**src/rtl/slf_pkg.sv**
```systemverilog
package slf_pkg;
  localparam int unsigned BUS_W      = 64;
  localparam int unsigned LANE_W     = 8;
  localparam int unsigned HALF_W     = BUS_W / 2;
  localparam int unsigned HALVES     = BUS_W / HALF_W;

  typedef enum logic [1:0] {
    SZ_BYTE  = 2'd0,
    SZ_HALF  = 2'd1,
    SZ_WORD  = 2'd2,
    SZ_DWORD = 2'd3
  } slf_size_e;
endpackage

```
**src/rtl/slf_rst_sync.sv**
```systemverilog
module slf_rst_sync (
  input  logic clk,
  input  logic rst_n,
  output logic run
);
  logic s1_q, s2_q;

  always_ff @(posedge clk or negedge rst_n) begin
    if (!rst_n) begin
      s1_q <= 1'b0;
      s2_q <= 1'b0;
    end else begin
      s1_q <= 1'b1;
      s2_q <= s1_q;
    end
  end

  assign run = s2_q;
endmodule

```
**src/rtl/slf_lane_map.sv**
```systemverilog
module slf_lane_map
  import slf_pkg::*;
#(
  parameter int unsigned ADDR_W = 32
) (
  input  logic              write,
  input  logic [1:0]        size,
  input  logic [ADDR_W-1:0] addr,
  input  logic [BUS_W-1:0]  data,
  output logic [ADDR_W-1:0] map_addr,
  output logic [BUS_W-1:0]  map_data,
  output logic [HALVES-1:0] map_half_en
);
  localparam int unsigned OFS_W = $clog2(HALF_W / LANE_W);
  localparam int unsigned ALN_W = $clog2(BUS_W / LANE_W);

  logic [HALF_W-1:0]   seed;
  logic [2*HALF_W-1:0] dbl;
  logic [HALF_W-1:0]   narrow_half;
  logic [OFS_W-1:0]    ofs;
  logic                upper_sel;

  assign ofs       = addr[OFS_W-1:0];
  assign upper_sel = ~addr[OFS_W];

  // Left-justify the narrow item, then rotate right by the lane offset.
  always_comb begin
    seed = '0;
    case (slf_size_e'(size))
      SZ_BYTE: seed = {data[LANE_W-1:0], {(HALF_W-LANE_W){1'b0}}};
      SZ_HALF: seed = {data[2*LANE_W-1:0], {(HALF_W-2*LANE_W){1'b0}}};
      default: seed = '0;
    endcase
    dbl         = {seed, seed} >> (LANE_W * ofs);
    narrow_half = dbl[HALF_W-1:0];
  end

  for (genvar g = 0; g < HALVES; g++) begin : g_half
    logic hit;
    logic own;
    assign own = ((g == HALVES - 1) == upper_sel);
    assign hit = write && ((slf_size_e'(size) == SZ_WORD) ? own : 1'b1);
    assign map_half_en[g] = hit;
    assign map_data[g*HALF_W +: HALF_W] =
      !write                            ? data[g*HALF_W +: HALF_W] :
      (slf_size_e'(size) == SZ_DWORD)   ? data[g*HALF_W +: HALF_W] :
      (slf_size_e'(size) == SZ_WORD)    ? (hit ? data[HALF_W-1:0] : '0) :
                                          narrow_half;
  end

  assign map_addr = write ? {addr[ADDR_W-1:ALN_W], {ALN_W{1'b0}}} : addr;
endmodule

```
**src/rtl/slf_hold_reg.sv**
```systemverilog
module slf_hold_reg #(
  parameter int unsigned W = 8
) (
  input  logic         clk,
  input  logic         rst_n,
  input  logic         run,
  input  logic         in_valid,
  output logic         in_ready,
  input  logic [W-1:0] in_payload,
  output logic         out_valid,
  input  logic         out_ready,
  output logic [W-1:0] out_payload
);
  logic         full_q, full_d;
  logic         load_en;
  logic [W-1:0] pay_q;

  assign in_ready = run & ~full_q;
  assign load_en  = in_valid & in_ready;

  always_comb begin
    full_d = full_q;
    if (load_en)                  full_d = 1'b1;
    else if (full_q && out_ready) full_d = 1'b0;
  end

  always_ff @(posedge clk or negedge rst_n) begin
    if (!rst_n) full_q <= 1'b0;
    else        full_q <= full_d;
  end

  always_ff @(posedge clk) begin
    if (load_en) pay_q <= in_payload;
  end

  assign out_valid   = full_q;
  assign out_payload = pay_q;
endmodule

```
**src/rtl/store_lane_fanout.sv**
```systemverilog
module store_lane_fanout
  import slf_pkg::*;
#(
  parameter int unsigned ADDR_W = 32
) (
  input  logic              clk,
  input  logic              rst_n,
  input  logic              in_valid,
  output logic              in_ready,
  input  logic              in_write,
  input  logic [1:0]        in_size,
  input  logic [ADDR_W-1:0] in_addr,
  input  logic [BUS_W-1:0]  in_data,
  output logic              out_valid,
  input  logic              out_ready,
  output logic              out_write,
  output logic [1:0]        out_size,
  output logic [ADDR_W-1:0] out_addr,
  output logic [BUS_W-1:0]  out_data,
  output logic [HALVES-1:0] out_half_en
);
  typedef struct packed {
    logic              write;
    logic [1:0]        size;
    logic [ADDR_W-1:0] addr;
    logic [BUS_W-1:0]  data;
    logic [HALVES-1:0] half_en;
  } slf_req_t;

  localparam int unsigned REQ_W = $bits(slf_req_t);

  logic     run;
  slf_req_t req_in, req_out;

  slf_rst_sync u_rst (
    .clk   (clk),
    .rst_n (rst_n),
    .run   (run)
  );

  assign req_in.write = in_write;
  assign req_in.size  = in_size;

  slf_lane_map #(.ADDR_W(ADDR_W)) u_map (
    .write       (in_write),
    .size        (in_size),
    .addr        (in_addr),
    .data        (in_data),
    .map_addr    (req_in.addr),
    .map_data    (req_in.data),
    .map_half_en (req_in.half_en)
  );

  slf_hold_reg #(.W(REQ_W)) u_hold (
    .clk         (clk),
    .rst_n       (rst_n),
    .run         (run),
    .in_valid    (in_valid),
    .in_ready    (in_ready),
    .in_payload  (req_in),
    .out_valid   (out_valid),
    .out_ready   (out_ready),
    .out_payload (req_out)
  );

  assign out_write   = req_out.write;
  assign out_size    = req_out.size;
  assign out_addr    = req_out.addr;
  assign out_data    = req_out.data;
  assign out_half_en = req_out.half_en;
endmodule

```
**config.mk**
```make
export PLATFORM = sky130hd
export DESIGN_NAME = store_lane_fanout
export DESIGN_NICKNAME = d
export VERILOG_FILES = /design/src/rtl/slf_pkg.sv /design/src/rtl/slf_rst_sync.sv /design/src/rtl/slf_lane_map.sv /design/src/rtl/slf_hold_reg.sv /design/src/rtl/store_lane_fanout.sv
export SDC_FILE = /design/constraint.sdc
export NUM_CORES = 1
export LEC_CHECK = 0
export CORE_UTILIZATION = 44
export CTS_BUF_LIST = sky130_fd_sc_hd__clkbuf_8
export DETAILED_ROUTE_END_ITERATION = 10
export PLACE_DENSITY = 0.86
export SETUP_SLACK_MARGIN = 0.05
export SYNTH_ARGS = -nofsm -noshare
export SYNTH_HDL_FRONTEND = slang
export SYNTH_SLANG_ARGS = --single-unit
```
**constraint.sdc**
```tcl
create_clock -name clk -period 5.8 [get_ports clk]
set_input_delay 1.16 -clock clk [delete_from_list [all_inputs] [get_ports clk]]
set_output_delay 1.16 -clock clk [all_outputs]
set_load 0.05 [all_outputs]
```
==> results_dict.tcl, run 1 <==
set metrics [dict create \
    final_max_slew_viol_count 0 \
    fin_util_pct 68.2 \
    cts_buffer_depth 2 \
    ir_worst_vdd_mv 0.123 \
    regToRegEndpoint "u_hold.out_payload[29]$_DFFE_PP_" \
    cts-htree-levels 3 \
    slew-limit-headroom_pct 42.2 \
    num_rows 37 \
    grt_pass1_wl_um 21100 \
    clock-sinks 104 \
    post_cts_resized 0 \
    die_w_um 105 \
    synthAdderAreaFrac_pct 0 \
    synth_top_area_share_pct 64.7 \
    pwr_density_cell_nw_per_um2 250 \
    grt_antenna_before_repair 0 \
    core_area_um2 10300 \
    startpoint_type "input port" \
    die-area_um2 11100 \
    drive_gt1_share_pct 6.39 \
    min_period_ps 3280 \
    cts_inserted_buffers 9 \
    finClkSkew_ps 9.82 \
    wire_per_inst_um 20.7 \
    end_kind "register" \
    worst-setup-path-type "input port to register" \
    drt-vias-per-instance 5.72 \
    yosys.area_share.simple_pct 8.01 \
    p_total_mw 1.76 \
    rsz0062_at_grt "no" \
    dp_hpwl_um 10100 \
    avgSynthCellArea_um2 14.2 \
    grt_max_degree 55 \
    tightest_slew_ps 864 \
    gp_congestion 0.877 \
    mostFrequentLayoutCell "clkdlybuf4s50_1" \
    synth_compound_area_share_pct 19.8 \
    port_buffers 205 \
    tns_ps 0 \
    outcome "finished clean" \
    syn_nets 433 \
    die_h_um 105 \
    fin_crit_sh_pct 56.5 \
    hp-start "u_rst.s1_q$_DFF_PN0_" \
    synth_cells 330 \
    areaGrowthSynthToFinish_pct 50.2 \
    hold_depth 0 \
    worstPathMaxFanout 25 \
    grt_util_all_layers_pct 25.4 \
    synth_xor_area_share_pct 0 \
    cts_tree "built" \
    vias 3822 \
    drtAntennaViolNets 0 \
    fill_cells 705 \
    synth_top_family_by_area "compound AO/OA/AOI/OAI gates" \
    layout.nets 630 \
    drc 0 \
    antennaDiodeCount 0 \
    regToRegSetupSlack_ps 4230 \
    finalWirelength_um 13800 \
    mappedNetlistArea_um2 4690 \
    dpl_worst_slack_ps 2160 \
    cts_root_buf "clkbuf_8" \
    hold_end "u_rst.run$_DFF_PN0_" \
    grt_pass1_vias 3804 \
    boundaryPins 206 \
    r2r.worst_path.cells 2 \
    leakage_nw 2.56 \
    maxCapViolations 0 \
    required_ps 6040 \
    cts_setup_buffers 0 \
    r2r-start "u_hold.out_valid$_DFFE_PN0P_" \
    dr.pass1.iters 6 \
    finalSetupViolCount 0 \
    final_cell_mix "205 x clkdlybuf4s50_1, 101 x edfxtp_1, 31 x nand2_1" \
    fin_ws_ps 2520 \
    synth_cell_types 37 \
    drt-initial-drc-count 233 \
    yosysTopAreaCell "edfxtp_1" \
    yosys_warnings 0 \
    hp-class "register to register" \
    clock.fmax_mhz 305 \
    start_util_pct 45.4 \
    clock_latency_ps 380 \
    ys_ff_latch 104 \
    hold_violations 0 \
    critPathArrivalTime_ps 3510 \
    ys_seq_area_share_pct 66.3 \
    postCtsHoldBufs 0 \
    grt_overflow 0 \
    synth.area.top_cells "edfxtp_1 65%, a21o_1 4.2%, a221o_1 3.4%" \
    path_clk_slew_ps 110 \
    synthMuxAreaShare_pct 2.99 \
]
[cell usage after synthesis]
master,number
a221o_1,16
nand2_1,31
or2_2,1
inv_2,1
nor2_1,20
buf_4,2
buf_2,8
a2bb2oi_1,2
o21ai_2,1
a2bb2oi_2,1
nor3_1,4
mux2i_4,2
a21boi_0,11
mux2_4,5
nand3_1,2
nor2b_1,7
dfrtp_1,3
a32o_1,5
clkbuf_1,11
nor3_4,1
a21o_1,26
buf_6,2
a311o_1,11
inv_1,2
nor4b_4,1
mux2i_1,2
and2_1,1
o21ai_0,11
a22oi_1,5
edfxtp_1,101
a22o_1,8
nand2b_1,8
a222oi_1,5
a21oi_1,5
o2bb2ai_1,6
nor3b_1,1
conb_1,1
[critical path: stages]
cell             delay, ps
clkdlybuf4s50_1       1030
nand2b_1               300
nor2_1                 710
a311o_1                300
[cell families after synthesis]
| family | count (synthesis) |
|---|---|
| DFF | 104 |
| other | 1 |
| and+or+nand+nor | 77 |
| buffers and inverters | 26 |
| muxes | 9 |
| AOI/OAI and AO/OA | 113 |
[routing by layer]
| metal | track usage, % | wire length [µm] |
|---|---|---|
| met1 | 32.5 | 5550 |
| met2 | 43.1 | 6890 |
| met3 | 4.14 | 1080 |
| met4 | 10.1 | 301 |
| met5 | 0 | 0 |
[power by group]
part           internal, mW  leakage, nW  switching, mW
registers             0.870        0.978         0.0107
clock network         0.218        0.105          0.266
logic                 0.163         1.48          0.230
[per-stage QoR]
stage                     cell area [µm²]  cells  hold WS (ps)
final                                7040    668           369
after global routing                 7040    668           374
after CTS                            7040    668           373
after detailed placement             6830    652           348
after global placement               6830    652           335
after floorplan                      4690    330           331
[registers in the layout, indices dropped and copies added, names as in the netlist]
register            flops
u_hold.out_payload    101
u_hold.out_valid        1
u_rst.run               1
u_rst.s1_q              1
[area by class of cell]
cell class	instances	area (µm²)	share of cell area [%]
Timing Repair Buffer	209	2080	29.6
Inverter	3	11.3	0.160
Multi-Input combinational cell	200	1460	20.7
Clock inverter	6	75.1	1.07
Tap cell	136	170	2.42
Sequential cell	104	3110	44.1
Clock buffer	10	138	1.95
[worst max path at each step]
stage                  start                               end  cells past startpoint
floorplan           in_valid   u_hold.out_payload[0]$_DFFE_PP_                      2
global placement    in_write  u_hold.out_payload[63]$_DFFE_PP_                      4
detailed placement  in_write  u_hold.out_payload[59]$_DFFE_PP_                      4
CTS                 in_write  u_hold.out_payload[65]$_DFFE_PP_                      4
global route        in_write  u_hold.out_payload[65]$_DFFE_PP_                      4
finish              in_write  u_hold.out_payload[65]$_DFFE_PP_                      4
Power figures use the tool's default switching activity.
==> inputs of run 2 (changes only) <==
CORE_UTILIZATION = 39   (was 44)
PLACE_DENSITY = 0.81   (was 0.86)
clock period = 2.67 ns   (was 5.8 ns; I/O delays follow)
==> run 2 against run 1 <==
  * The run now ends with design-rule violations left
  * Sequential share of layout area fell by 0.94 points
  * Clock power increased by 92%
  * Non-clock buffer count is 15 higher
  * Wire length down 1.6%
  * First-iteration DRC count rose by 68%
  * Final cell count up 3.3%
  * Register-to-register slack got worse by 3100 ps
  * Clock skew fell by 4.1 ps
  * Sequential cell count unchanged
  * Sequential power up 120%
==> results_dict.tcl, run 2 (synthesis results as in run 1) <==
set metrics [dict create \
    drc 17 \
    startpoint_type "register" \
    slew-limit-headroom_pct 42.6 \
    antennaDiodeCount 0 \
    grt_max_degree 40 \
    drtAntennaViolNets 0 \
    rsz0062_at_grt "no" \
    gp_congestion 0.866 \
    fill_cells 934 \
    drt-vias-per-instance 5.44 \
    met2_length_um 6530 \
    end_kind "output port" \
    cts_setup_buffers 0 \
    grt_antenna_before_repair 0 \
    core_area_um2 11600 \
    required_ps 2140 \
    fin_crit_sh_pct 86.3 \
    r2r.worst_path.cells 2 \
    clock-sinks 104 \
    hold_violations 0 \
    die-area_um2 12500 \
    outcome "finished with violations" \
    final_cell_mix "205 x clkdlybuf4s50_1, 101 x edfxtp_1, 31 x nand2_1" \
    finalSetupViolCount 0 \
    post_cts_resized 0 \
    drive_gt1_share_pct 8.23 \
    num_rows 39 \
    mostFrequentLayoutCell "clkdlybuf4s50_1" \
    ir_worst_vdd_mv 0.274 \
    grt_overflow 0 \
    leakage_nw 2.65 \
    final_max_slew_viol_count 0 \
    tns_ps 0 \
    largest_reg_flops 101 \
    failed_checks "design-rule violations" \
    clock_latency_ps 370 \
    top_layer "met4" \
    dr.pass1.iters 9 \
    wl_met1_um 5520 \
    die_h_um 112 \
    areaGrowthSynthToFinish_pct 53.5 \
    p_total_mw 3.73 \
    cts-htree-levels 3 \
    finClkSkew_ps 5.75 \
    layout.nets 645 \
    boundaryPins 206 \
    path_clk_slew_ps 90 \
    cts_tree "built" \
    dp_hpwl_um 10100 \
    critPathArrivalTime_ps 1770 \
    hp-class "input port to asynchronous set/reset pin" \
    wl_met3_um 1280 \
    port_buffers 205 \
    pwr_density_cell_nw_per_um2 518 \
    finalWirelength_um 13600 \
    seqCellArea_um2 3110 \
    die_w_um 112 \
    holdWs_ps 332 \
    maxCapViolations 0 \
    start_util_pct 40.5 \
    multiInputGateArea_um2 1460 \
    tightest_slew_ps 858 \
    cts_root_buf "clkbuf_8" \
    grt_pass1_wl_um 20900 \
    min_period_ps 2300 \
    grt_util_all_layers_pct 22.1 \
    wire_per_inst_um 19.7 \
    grt_pass1_vias 3724 \
    worst-setup-path-type "register to output port" \
    worstPathMaxFanout 4 \
    postCtsHoldBufs 0 \
    clock.fmax_mhz 434 \
    vias 3756 \
    cts_buffer_depth 2 \
    cts_inserted_buffers 9 \
    drt-initial-drc-count 392 \
]
## run 2: worst paths after layout
path	start	endpoint	slack (ps)
setup / recovery	u_hold.out_valid$_DFFE_PN0P_	in_ready	370
hold / removal	rst_n	u_rst.s1_q$_DFF_PN0_	330
setup reg to reg	u_hold.out_valid$_DFFE_PN0P_	u_hold.out_payload[59]$_DFFE_PP_	1140
hold reg to reg	u_rst.s1_q$_DFF_PN0_	u_rst.run$_DFF_PN0_	370
max in group asynchronous	rst_n	u_hold.out_valid$_DFFE_PN0P_	2200
min in group clk	u_rst.s1_q$_DFF_PN0_	u_rst.run$_DFF_PN0_	370
## run 2: routing by layer
metal  track usage [%]  vias to the layer above
met2              35.7                      213
met4              9.10                        0
li1                  -                     1735
met3              5.66                       22
met1              28.4                     1786
met5                 0                        -
## run 2: metrics by stage
stage | setup WS, ps | instance area (µm²) | instances | utilization [%]
floorplan | 52.9 | 4690 | 330 | -
global placement | 139 | 7010 | 674 | 60.6
detailed placement | 115 | 7010 | 674 | 60.6
CTS | 339 | 7190 | 690 | 62.2
global route | 309 | 7190 | 690 | 62.2
finish | 366 | 7190 | 690 | 62.2
## run 2: worst max-delay path, cell delays in order, from the launching register on
cell             delay, ps
dfrtp_1                450
nor2b_1                140
clkdlybuf4s50_1        810
## run 2: cell type report
cell class	instances	area share (%)
Multi-Input combinational cell	200	20.2
Clock inverter	7	0.800
Timing Repair Buffer	224	31.4
Clock buffer	9	1.72
Inverter	3	0.157
Sequential cell	104	43.2
Tap cell	143	2.49
## run 2: power breakdown
part	internal (mW)	switching, mW	leakage [nW]
clock	0.419	0.511	0.104
sequential	1.89	0.0244	0.978
combinational	0.378	0.502	1.57
==> inputs of run 3 (changes only) <==
CELL_PAD_IN_SITES_DETAIL_PLACEMENT = 1   (was not set)
CELL_PAD_IN_SITES_GLOBAL_PLACEMENT = 1   (was not set)
CORE_UTILIZATION = 30   (was 39)
PLACE_DENSITY = 0.8   (was 0.81)
==> run 3 against run 2 <==
  * The flow now finishes without violations
  * Sequential share of layout area shrank 0.42 points
  * Global-route usage is 2.2 points lower
  * Count of clock-buffer cells in the layout stayed put
  * Final cell count is 7.4% higher
  * First-iteration DRC count decreased by 43%
  * Combinational power is 2% higher
  * Design area grew 0.97%
  * Critical path type unchanged
  * Largest power group unchanged
==> results_dict.tcl, run 3 (synthesis results as in run 1) <==
set metrics [dict create \
    outcome "finished clean" \
    areaGrowthSynthToFinish_pct 55.0 \
    pwr_density_cell_nw_per_um2 509 \
    cp_top_family "buffers and inverters" \
    slew-limit-headroom_pct 41.0 \
    cp_slowest_stage_delay_ps 800 \
    cts_buffer_depth 2 \
    grt_pass1_wl_um 23900 \
    grt_overflow 0 \
    vias 3862 \
    ir_worst_vdd_mv 0.214 \
    cp_slowest_cell "clkdlybuf4s50_1" \
    path_clk_slew_ps 100 \
    num_rows 45 \
    start_util_pct 30.8 \
    finalInstanceArea_um2 7260 \
    cts_tree "built" \
    end_kind "output port" \
    cts_setup_buffers 0 \
    die-area_um2 16100 \
    drt-vias-per-instance 5.21 \
    final_cells 741 \
    tightest_slew_ps 881 \
    min_period_ps 2310 \
    boundaryPins 206 \
    startpoint_type "register" \
    grt_util_all_layers_pct 20.0 \
    path_buf_inv 1 \
    placed_cells 725 \
    drt-initial-drc-count 222 \
    leakage_nw 2.67 \
    maxCapViolations 0 \
    wire_per_inst_um 21.4 \
    worstPathMaxFanout 4 \
    hold_violations 0 \
    fill_cells 1568 \
    final_max_slew_viol_count 0 \
    largest_reg_flops 101 \
    die_w_um 127 \
    cts_root_buf "clkbuf_8" \
    dp_hpwl_um 12300 \
    postCtsHoldBufs 0 \
    final_cell_mix "205 x clkdlybuf4s50_1, 101 x edfxtp_1, 31 x nand2_1" \
    die_h_um 127 \
    layout.nets 651 \
    rsz0062_at_grt "no" \
    finClkSkew_ps 8.40 \
    grt_pass1_vias 4103 \
    clock-sinks 104 \
    clock_latency_ps 380 \
    finalWirelength_um 15900 \
    core_area_um2 15200 \
    crit_path_cell_trace "nor2b_1 > clkdlybuf4s50_1" \
    drive_gt1_share_pct 9.58 \
    dr.pass1.iters 6 \
    drtAntennaViolNets 0 \
    tns_ps 0 \
    cts_inserted_buffers 9 \
    grt_max_degree 40 \
    grt_antenna_before_repair 1 \
    required_ps 2140 \
    gp_congestion 0.853 \
    drc 0 \
    clock.fmax_mhz 433 \
    critPathArrivalTime_ps 1780 \
    antennaDiodeCount 0 \
    mostFrequentLayoutCell "clkdlybuf4s50_1" \
    fin_crit_sh_pct 86.5 \
    worst-setup-path-type "register to output port" \
    port_buffers 205 \
    cts-htree-levels 3 \
    finalSetupViolCount 0 \
    dpl_cell_area_um2 7100 \
    post_cts_resized 0 \
    hp-class "input port to asynchronous set/reset pin" \
]
## run 3: cell types whose count changed in the layout (fill, tap and decap cells not counted)
cell	previous run	this run
inv_1	6	4
inv_6	0	1
buf_4	14	21
buf_12	5	4
clkinv_2	1	3
bufinv_16	1	0
## run 3: final cells by class
cell class / count / area [µm²] / area share (%)
Clock buffer: 9 / 124 / 1.71
Clock inverter: 7 / 38.8 / 0.534
Inverter: 3 / 11.3 / 0.155
Multi-Input combinational cell: 200 / 1460 / 20.1
Sequential cell: 104 / 3110 / 42.8
Tap cell: 188 / 235 / 3.24
Timing Repair Buffer: 230 / 2290 / 31.5
## run 3: path summary, 6_finish.rpt
kind | depth (start not counted) | endpoint | slack, ps | from
max in group asynchronous | 1 | u_rst.run$_DFF_PN0_ | 2210 | rst_n
worst min-delay path | 1 | u_rst.s1_q$_DFF_PN0_ | 320 | rst_n
worst max register to register | 2 | u_hold.out_payload[1]$_DFFE_PP_ | 1170 | u_hold.out_valid$_DFFE_PN0P_
min in group clk | 0 | u_rst.run$_DFF_PN0_ | 360 | u_rst.s1_q$_DFF_PN0_
worst min register to register | 0 | u_rst.run$_DFF_PN0_ | 360 | u_rst.s1_q$_DFF_PN0_
worst max-delay path | 2 | in_ready | 360 | u_hold.out_valid$_DFFE_PN0P_
## run 3: where the power goes
part           leakage [nW]  internal, mW  total (mW)  switching (mW)
Clock                0.0918         0.331       0.881           0.550
Sequential            0.978          1.89        1.91          0.0240
Combinational          1.60         0.383       0.899           0.516
## run 3: routing by layer
metal / global-route usage [%] / share of wire [%] / vias to the layer above
met3: 4.56 / 6.5 / 25
met4: 7.00 / 1.8 / 2
met2: 36.1 / 51 / 168
met5: 0 / 0.082 / -
met1: 23.2 / 41 / 1922
li1: - / - / 1745
## run 3: stage by stage
step           hold WS, ps  utilization [%]  total power, mW  setup slack [ps]
5_1_grt                301             47.8             3.83               300
2_1_floorplan          238                -             2.44              52.9
3_5_place_dp           339             46.7             2.85              39.2
4_1_cts                304             47.8             3.74               340
6_report               320             47.8             3.69               360
3_3_place_gp           334             46.7             2.83               150
